`src/rtl/cfc_pkg.sv`:
```
package cfc_pkg;
  typedef enum logic [1:0] {
    K_NONE = 2'd0,
    K_STEP = 2'd1,
    K_CALL = 2'd2,
    K_RET  = 2'd3
  } vkind_e;

  localparam int F_OVF = 0;
  localparam int F_UNF = 1;
  localparam int F_UNK = 2;
  localparam int NFAULT = 3;
endpackage

```
`src/rtl/cfc_engine.sv`:
```
module cfc_engine
  import cfc_pkg::*;
#(
  parameter int SIG_W   = 8,
  parameter int FUNC_W  = 3,
  parameter int SUCC_AW = 6,
  parameter int CNT_W   = 3
) (
  input  logic                   clk,
  input  logic                   rst_n,
  input  logic                   loaded,
  input  logic                   sig_valid,
  input  logic [SIG_W-1:0]       sig_data,
  output logic                   sig_ready,
  input  logic                   err_clr,
  input  logic [1:0]             in_kind_raw,
  input  logic [CNT_W+SUCC_AW-1:0] cur_link,
  input  logic [SIG_W-1:0]       succ_sig,
  output logic [SIG_W-1:0]       cur,
  output logic [SUCC_AW-1:0]     succ_addr,
  output logic                   stk_push,
  output logic                   stk_pop,
  input  logic [SIG_W-1:0]       stk_top,
  input  logic                   stk_empty,
  input  logic                   stk_full,
  output logic                   flow_err,
  output logic [SIG_W-1:0]       flow_sig,
  output logic [NFAULT-1:0]      faults
);
  typedef enum logic {S_IDLE, S_SRCH} st_e;

  st_e              st;
  logic             fresh, hold_ret;
  logic [SIG_W-1:0] hold;
  logic [SUCC_AW-1:0] base;
  logic [CNT_W-1:0] cnt_r, idx;

  vkind_e             in_kind;
  logic [CNT_W-1:0]   cur_cnt;
  logic [SUCC_AW-1:0] cur_ptr;
  logic accept, hit, last, flow_set, go_srch, take_in, take_hold, take_top;
  logic [SIG_W-1:0]  flow_val;
  logic [NFAULT-1:0] fault_set;

  assign in_kind   = vkind_e'(in_kind_raw);
  assign cur_cnt   = cur_link[CNT_W-1:0];
  assign cur_ptr   = cur_link[CNT_W +: SUCC_AW];
  assign sig_ready = loaded && (st == S_IDLE);
  assign accept    = sig_valid && sig_ready;
  assign succ_addr = base + SUCC_AW'(idx);
  assign hit       = (st == S_SRCH) && loaded && (succ_sig == hold);
  assign last      = (st == S_SRCH) && loaded && (idx == cnt_r - CNT_W'(1));

  always_comb begin
    flow_set = 1'b0; flow_val = sig_data; fault_set = '0;
    go_srch = 1'b0; take_in = 1'b0; take_hold = 1'b0; take_top = 1'b0;
    stk_push = 1'b0; stk_pop = 1'b0;
    if (accept) begin
      if (in_kind == K_NONE) begin
        fault_set[F_UNK] = 1'b1;
      end else if (fresh) begin
        if (in_kind == K_CALL) take_in = 1'b1;
        else flow_set = 1'b1;
      end else if (in_kind == K_CALL) begin
        if (stk_full) fault_set[F_OVF] = 1'b1;
        else begin stk_push = 1'b1; take_in = 1'b1; end
      end else if (in_kind == K_RET &&
                   sig_data[SIG_W-1 -: FUNC_W] != cur[SIG_W-1 -: FUNC_W]) begin
        flow_set = 1'b1;
      end else if (cur_cnt == '0) begin
        flow_set = 1'b1;
      end else begin
        go_srch = 1'b1;
      end
    end
    if (hit) begin
      if (!hold_ret) take_hold = 1'b1;
      else if (stk_empty) fault_set[F_UNF] = 1'b1;
      else begin stk_pop = 1'b1; take_top = 1'b1; end
    end else if (last) begin
      flow_set = 1'b1;
      flow_val = hold;
    end
  end

  always_ff @(posedge clk) begin
    if (!rst_n) begin
      st <= S_IDLE; fresh <= 1'b1; hold_ret <= 1'b0; hold <= '0;
      base <= '0; cnt_r <= '0; idx <= '0; cur <= '0;
      flow_err <= 1'b0; flow_sig <= '0; faults <= '0;
    end else begin
      if (!loaded) begin
        st <= S_IDLE;
        fresh <= 1'b1;
      end else begin
        if (go_srch) begin
          st <= S_SRCH; hold <= sig_data; hold_ret <= (in_kind == K_RET);
          base <= cur_ptr; cnt_r <= cur_cnt; idx <= '0;
        end else if (st == S_SRCH) begin
          if (hit || last) st <= S_IDLE;
          else idx <= idx + CNT_W'(1);
        end
        if (take_in) begin cur <= sig_data; fresh <= 1'b0; end
        if (take_hold) cur <= hold;
        if (take_top) cur <= stk_top;
      end
      if (err_clr) begin
        flow_err <= 1'b0;
        flow_sig <= '0;
      end
      if (flow_set && (!flow_err || err_clr)) begin
        flow_err <= 1'b1;
        flow_sig <= flow_val;
      end
      faults <= (err_clr ? '0 : faults) | fault_set;
    end
  end
endmodule

```
`config.mk`:
```
export PLATFORM = sky130hd
export DESIGN_NAME = cfc_engine
export DESIGN_NICKNAME = d
export VERILOG_FILES = /design/src/rtl/cfc_pkg.sv /design/src/rtl/cfc_engine.sv
export SDC_FILE = /design/constraint.sdc
export NUM_CORES = 1
export LEC_CHECK = 0
export BUFFER_PORTS_ARGS = -buffer_cell sky130_fd_sc_hd__buf_4
export CORE_ASPECT_RATIO = 1.75
export CORE_MARGIN = 3
export CORE_UTILIZATION = 45
export CTS_CLUSTER_DIAMETER = 120
export DETAILED_ROUTE_END_ITERATION = 10
export GPL_TIMING_DRIVEN = 0
export PLACE_DENSITY = 0.71
export SLEW_MARGIN = 20
export SYNTH_ARGS = -nofsm -noshare
export SYNTH_HDL_FRONTEND = slang
export SYNTH_SLANG_ARGS = --single-unit
export TNS_END_PERCENT = 10
```
`constraint.sdc`:
```
create_clock -name clk -period 1.9 [get_ports clk]
set_input_delay 0.57 -clock clk [delete_from_list [all_inputs] [get_ports clk]]
set_output_delay 0.57 -clock clk [all_outputs]
set_load 0.005 [all_outputs]
```
; ---- After elaboration in Yosys (flattened, before gate mapping)
; Index checks and enable logic that the tools add are counted.
[totals]
reg_bits = 43
in_bits = 42
out_inout_bits = 29
[classes]
n_mux = 55
reduce_logical = 19
n_bitwise = 2
eq_ne = 6
addsub = 3
[ops]
columns = op, n
row1 = 8-bit two-way mux, 7
row2 = 1-bit two-way mux, 44
row3 = 3-bit two-way mux, 4
row4 = 8-bit equality test, 1
row5 = 1-bit logical AND, 7
row6 = 6-bit by 3-bit adder with 6-bit output, 1
row7 = 2-bit AND reduction, 3
row8 = "2-bit equality test, second input constant", 2
row9 = 2-bit nonzero test, 2
row10 = "3-bit by 1-bit adder with 3-bit output, second input constant", 1
row11 = 3-bit equality test, 1
row12 = 3-bit logical NOT, 1
row13 = 3-bit inequality test, 1
row14 = 3-bit OR, 1
row15 = 3-bit AND reduction, 1
row16 = 3-bit nonzero test, 1
row17 = "3-bit by 1-bit subtractor with 3-bit output, second input constant", 1
row18 = 2-bit logical NOT, 1
row19 = 1-bit logical OR, 2
row20 = "2-bit inequality test, second input constant", 1
row21 = 1-bit logical NOT, 1
row22 = 1-bit NOT, 1

; ---- Logic depth before layout (Yosys ltp)
; Gate-level depths: netlist of the first run.
[logic_depth]
word_depth = 11
ltp_mapped = 7
ltp_nobuf = 7

; ---- Least setup slack after synthesis of the first run
; Ideal clock, no wire load.
[synth_timing]
path_type = in2out
start = in succ_sig[5]
end = out stk_pop
path_stages = 5
path_buffers = 1
path_slack_ns = -0.013
arrival_ns = 1.343
path_cell_list = xnor2_1 > and3_1 > clkbuf_2 > nand3_1 > nor3b_1
[synth_via]
elab_chain_len = 3
[synth_rtl]
columns = element, line
row1 = from (decl), cfc_engine.sv:18  ; input logic [SIG_W-1:0] succ_sig,
row2 = 8-bit equality test, cfc_engine.sv:51  ; assign hit = (st == S_SRCH) && loaded && (succ_sig == hold);
row3 = 1-bit logical AND, cfc_engine.sv:51
row4 = 1-bit two-way mux, cfc_engine.sv:76  ; if (hit) begin
row5 = to (decl), cfc_engine.sv:22  ; output logic stk_pop,
; No other way between the ends.

; ---- Worst setup path after layout of the first run
[layout_timing]
start = reg idx[1]
end = out succ_addr[5]
[layout_via]
elab_chain_len = 1
[layout_rtl]
columns = element, line
row1 = from (decl), cfc_engine.sv:36  ; logic [CNT_W-1:0] cnt_r, idx;
row2 = from (signal assigned), cfc_engine.sv:101  ; else idx <= idx + CNT_W'(1);
row3 = 6-bit by 3-bit adder with 6-bit output, cfc_engine.sv:50  ; assign succ_addr = base + SUCC_AW'(idx);
row4 = to (decl), cfc_engine.sv:20  ; output logic [SUCC_AW-1:0] succ_addr,
; No other way between the ends.

==> results.toml, run 1 <==
[logic_synthesis]
synthesis.instances = 272
netlist.area_leader.share_pct = 36.87
synth_adder_area_share_pct = 3.537
synth_xor_area_share_pct = 7.342
synthDominantAreaCellType = "sky130_fd_sc_hd__dfxtp_1"
ys.warnings.count = 0
commonest_register_cell_after_synthesis = "sky130_fd_sc_hd__dfxtp_1"
synth_compound_area_share_pct = 18.81
synth-edff-count = 0
seq_area_frac_synth_pct = 36.87
syn_nets = 320
post_synth_and_or_nand_nor_area_fraction_pct = 21.60
synth_most_common_cell = "sky130_fd_sc_hd__dfxtp_1"
ys_ff_latch = 43
synthTopCellsByCount = "sky130_fd_sc_hd__dfxtp_1, sky130_fd_sc_hd__nor2_1, sky130_fd_sc_hd__nand2_1"
main_combinational_cell_family_by_area_after_synthesis = "simple AND/OR/NAND/NOR gates"
mappedNetlistArea_sq_um = 2335
synth_area_per_cell_sq_um = 8.584
synth_async_sr_flop_share_pct = 0
synthDistinctLibCells = 48
post_synth_main_area_contributors = "sky130_fd_sc_hd__dfxtp_1, sky130_fd_sc_hd__mux2i_1, sky130_fd_sc_hd__nor2_1"
synth.mux.area_fraction_pct = 7.717

[routing]
routed_via_density = 5.786
dr.pass1.iters = 5
ant_nets = 0
vias = 2384
remaining_routing_drc_violations = 0
wl_per_cell_microns = 16.94
dr.first_iter.drc_count = 73
detail_route.wirelength_microns = 6980

[floorplan]
initial_cell_density_of_the_core_pct = 46.91
floorplan.die.width_microns = 60.45
design.portCount = 71
die_span_y_microns = 101.3
die_footprint_sq_um = 6123
fp-row-count = 34
placeableCoreArea_sq_um = 4977

[placement]
hpwlAfterDp_microns = 5159
gp_congestion = 0.8200
placedInstanceArea_sq_um = 2933
port_buffers = 70

[sta]
post-route-min-period_ns = 2.225
hold_violations = 0
achievable-frequency_mhz = 449.5
layout_worst_path_cycle_share_pct = 117.1
rsz0062_at_grt = "true"
setup_viol_count_final = 6
total_count_of_max_transition_violations_in_the_final_report = 0
layout_setup_ws_ns = -0.3246
sum_of_negative_setup_slack_ns = -1.560
tightest_slew_ns = 0.4876
skew_ns = 0.004655
timing.slew.headroom_pct = 67.37

[clock_tree]
numCtsBuffers = 5
clockRootBuffer = "sky130_fd_sc_hd__clkbuf_8"
clkTransAtPathRegs_ns = 0.09
clkLatencyLatePin_ns = 0.30
tritoncts = "yes"
cts_max_level = 2
cts.path.max_buffers = 2
clkSinkCount = 43
cts-hold-fix-buffers = 0

[pwr]
vdd.ir_drop.worst_uv = 610.5
leakagePower_nw = 1.522
cellPowerDensity_nw_per_um2 = 572.4

[cells_and_area]
num_antenna_cells = 0
stdcell_area_sq_um = 3337
post_route_cells_drive_above_1_share_pct = 39.11
net_count_of_the_finished_layout = 405
layout.core_utilization_pct = 67.04
area_growth_pct = 42.93

[min_path]
min-delay-start = "loaded"
min-delay-path-class = "in -> reg"

[setup_path]
timing.rr.start = "cnt_r[0]"
critical_path.endpoint_type = "output port"
cp.arrival_ns = 1.65
worstSetupPathType = "reg -> out"
critPathRequiredTime_ns = 1.33
startpoint_type = "register"
maximum_fanout_along_the_worst_path = 5
startpoint = "idx[1]"

[global_routing]
first_global_vias = 2339
grt-ovfl-total = 0
maximum_number_of_pins_on_one_net_before_global_route_repair = 15
grt_first_pass_wirelength_microns = 10670
number_of_antenna_violations_at_the_first_check_in_global_routing = 0
groute.usage.overall_pct = 23.30

[status]
failed_checks = "negative setup slack"
outcome = "finished, violations left"

[job]
max_cap_violations = 0
-- placed cells by master, fill, tap and decap left out, types with 8 or more instances in the layout --
cell type                 instances
sky130_fd_sc_hd__a21oi_1          9
sky130_fd_sc_hd__a22oi_1          8
sky130_fd_sc_hd__buf_4           74
sky130_fd_sc_hd__dfxtp_1         29
sky130_fd_sc_hd__dfxtp_2          9
sky130_fd_sc_hd__inv_1            9
sky130_fd_sc_hd__mux2i_1         18
sky130_fd_sc_hd__nand2_1         26
sky130_fd_sc_hd__nand3_1          8
sky130_fd_sc_hd__nor2_1          36
sky130_fd_sc_hd__o22ai_1          8
-- sequential cells by signal, summed over array words and instances (netlist names) --
name / flops
flow_sig: 8
fresh: 1
faults: 3
flow_err: 1
hold_ret: 1
cnt_r: 3
st: 1
base: 6
idx: 3
hold: 8
cur: 8
-- power breakdown --
group,internal [mW],switching [mW]
combinational,0.121,0.107
sequential,0.903,0.00674
clock,0.433,0.340
-- logic make-up (layout without fill, tap and decap cells) --
logic type                 after synthesis  count (layout)
and+or+nand+nor                        103             103
AOI/OAI and AO/OA                       61              61
DFF                                     43              43
buffers and inverters                   23             109
xor gates and xnor gates                18              18
muxes                                   18              18
adders and majority gates                6               6
-- what timing repair did --
| action | 4_1_cts | 5_1_grt |
|---|---|---|
| gates resized for setup | 25 | 37 |
| setup buffers | 2 | 6 |
| endpoints found under the setup margin | 19 | 23 |
| pin swaps | 5 | 16 |
-- final timing paths --
check | endpoint | slack, ns | cells after the start
max | succ_addr[5] | -0.32 | 6
min | fresh | 0.45 | 2
max reg2reg | flow_sig[7] | 0.05 | 7
min reg2reg | cur[4] | 0.47 | 1
-- critical path, cell delays in order (launching register included) --
cell and delay, ns:
sky130_fd_sc_hd__dfxtp_2 0.36, sky130_fd_sc_hd__ha_1 0.27, sky130_fd_sc_hd__a21o_1 0.19, sky130_fd_sc_hd__a21oi_2 0.18, sky130_fd_sc_hd__nor2_1 0.08, sky130_fd_sc_hd__xor2_1 0.14, sky130_fd_sc_hd__buf_4 0.13
-- per-layer routing --
| metal | routed length, microns | global-route usage [%] |
|---|---|---|
| met2 | 4076 | 45.00 |
| met5 | 0 | 0 |
| met4 | 272 | 11.69 |
| met1 | 2286 | 22.34 |
| met3 | 344 | 3.827 |
-- area by class of cell --
| type | count | area [sq um] |
|---|---|---|
| Sequential cell | 43 | 890.9 |
| Clock buffer | 6 | 82.58 |
| Tap cell | 54 | 67.56 |
| Fill cell | 441 | 1640 |
| Timing Repair Buffer | 78 | 600.6 |
| Buffer | 11 | 80.08 |
| Inverter | 12 | 45.04 |
| Multi-Input combinational cell | 206 | 1531 |
| Clock inverter | 2 | 38.79 |
-- metrics by stage --
step | cells | worst slack [ns] | hold WS [ns] | total power [mW]
finish | 412 | -0.3246 | 0.4548 | 1.910
global route | 412 | -0.4194 | 0.4633 | 1.980
CTS | 406 | -0.3647 | 0.4559 | 1.899
detailed placement | 396 | -0.3055 | 0.4550 | 1.136
global placement | 396 | -0.3056 | 0.4508 | 1.134
floorplan | 272 | -0.004305 | 0.4517 | 1.016
Note: power is estimated with default switching activity, not from simulation.
==> run 2, diff against run 1 <==
--- a/config.mk
+++ b/config.mk
@@ -12,7 +12,7 @@
 export CTS_CLUSTER_DIAMETER = 120
 export DETAILED_ROUTE_END_ITERATION = 10
 export GPL_TIMING_DRIVEN = 0
-export PLACE_DENSITY = 0.71
+export PLACE_DENSITY = 0.74
 export SLEW_MARGIN = 20
 export SYNTH_ARGS = -nofsm -noshare
 export SYNTH_HDL_FRONTEND = slang
==> results.toml, run 2 (synthesis gave the netlist of run 1 again) <==
[routing]
dr.pass1.iters = 4
ant_nets = 0
routed_via_density = 5.580
dr.first_iter.drc_count = 54
remaining_routing_drc_violations = 0
vias = 2288
wl_per_cell_microns = 16.06
detail_route.wirelength_microns = 6585

[sta]
achievable-frequency_mhz = 456.5
tightest_slew_ns = 0.4956
timing.slew.headroom_pct = 66.77
hold_violations = 0
layout_worst_path_cycle_share_pct = 115.3
total_count_of_max_transition_violations_in_the_final_report = 0
skew_ns = 0.005508
rsz0062_at_grt = "true"
layout_setup_ws_ns = -0.2908
hold-worst-slack_ns = 0.4646
setup_viol_count_final = 6
post-route-min-period_ns = 2.191

[pwr]
leakagePower_nw = 1.507
cellPowerDensity_nw_per_um2 = 520.5
vdd.ir_drop.worst_uv = 407.6

[clock_tree]
cts.path.max_buffers = 2
clkTransAtPathRegs_ns = 0.08
clkSinkCount = 43
tritoncts = "yes"
numCtsBuffers = 5
clkLatencyLatePin_ns = 0.30
cts_max_level = 2
clockRootBuffer = "sky130_fd_sc_hd__clkbuf_8"

[placement]
place_inst = 396
port_buffers = 70
gp_congestion = 0.8327
preCtsSetupSlack_ns = -0.3217
hpwlAfterDp_microns = 5047

[global_routing]
groute.usage.overall_pct = 21.71
grt_first_pass_wirelength_microns = 9936
grt-ovfl-total = 0
first_global_vias = 2181
number_of_antenna_violations_at_the_first_check_in_global_routing = 0
maximum_number_of_pins_on_one_net_before_global_route_repair = 14

[setup_path]
startpoint_type = "register"
cp_slowest_stage_delay_ns = 0.36
critPathRequiredTime_ns = 1.33
cp.arrival_ns = 1.62
critical_path.endpoint_type = "output port"
crit_path_top_delay_cell = "sky130_fd_sc_hd__dfxtp_2"
timing.critical_path.cells = "ha_4 -> inv_2 -> fa_2 -> nor2b_1 -> o21ai_1 -> xnor2_1 -> buf_4"
worstSetupPathType = "reg -> out"
worstRegToRegCells = 7
maximum_fanout_along_the_worst_path = 2

[cells_and_area]
final_cells = 410
post_route_cells_drive_above_1_share_pct = 38.48
area_growth_pct = 40.35
largest_registers = "cur: 8 flops, flow_sig: 8 flops, hold: 8 flops"
net_count_of_the_finished_layout = 404
mostFrequentLayoutCells = "sky130_fd_sc_hd__buf_4, sky130_fd_sc_hd__nor2_1, sky130_fd_sc_hd__dfxtp_1"
layout.cells.most_common = "sky130_fd_sc_hd__buf_4"
num_antenna_cells = 0

[min_path]
holdPathStages = 2
min-delay-path-class = "in -> reg"

[status]
outcome = "finished, violations left"
failed_checks = "negative setup slack"

[floorplan]
design.portCount = 71
fp-row-count = 34
die_span_y_microns = 101.3
placeableCoreArea_sq_um = 4977
initial_cell_density_of_the_core_pct = 46.91
die_footprint_sq_um = 6123
floorplan.die.width_microns = 60.45

[job]
max_cap_violations = 0
-- run 2: layer usage --
metal | vias to the layer above | global-route usage [%] | share of wire [%]
met3 | 15 | 3.444 | 5.4
met5 | - | 0 | 0
met2 | 77 | 41.92 | 57
met4 | 0 | 8.681 | 3.1
li1 | 1133 | - | -
met1 | 1063 | 21.96 | 35
-- run 2: per-stage QoR --
stage | TNS [ns] | util, % | power, mW | area, sq um
after floorplan | -0.004305 | - | 1.016 | 2340
after global placement | -5.722 | 58.92 | 1.134 | 2933
after CTS | -1.607 | 61.99 | 1.699 | 3085
after global routing | -1.830 | 65.84 | 1.772 | 3277
final | -1.347 | 65.84 | 1.706 | 3277
after detailed placement | -7.672 | 58.92 | 1.136 | 2933
-- run 2: final cells by class --
| cell class | count | area, sq um |
|---|---|---|
| plain buffers | 10 | 67.56 |
| clock buffers | 5 | 68.82 |
| clock inverters | 2 | 13.76 |
| fillers | 430 | 1700 |
| inverters | 12 | 45.04 |
| multi-input cells | 206 | 1508 |
| flip-flops and latches | 43 | 902.1 |
| well taps | 54 | 67.56 |
| repair buffers | 78 | 604.3 |
-- run 2: what timing repair did --
action                     in CTS  in global routing
hold buffers                    0                  0
setup endpoints to repair      11                 41
pin swaps                       3                 17
hold endpoints to repair        0                  0
buffers inserted                2                  6
resized for setup              22                 39
-- run 2: path summary, 6_finish.rpt --
kind	start	end	slack, ns
setup reg to reg	cnt_r[0]	flow_sig[7]	0.09
setup / recovery	base[0]	succ_addr[4]	-0.29
hold / removal	loaded	fresh	0.46
hold reg to reg	flow_sig[0]	flow_sig[0]	0.48
-- run 2: where the power goes --
part           switching, mW  internal [mW]  leakage, nW
logic                  0.104          0.119         1.11
registers            0.00673          0.897        0.358
clock network          0.328          0.252       0.0440
-- run 2: critical path: cells and delay by family, from the launching register on --
kind	cells	cell delay (ns)
xor+xnor	1	0.13
buf+inv	2	0.15
fa+ha+maj	2	0.48
compound gates	1	0.08
simple gates	1	0.12
flops	1	0.36
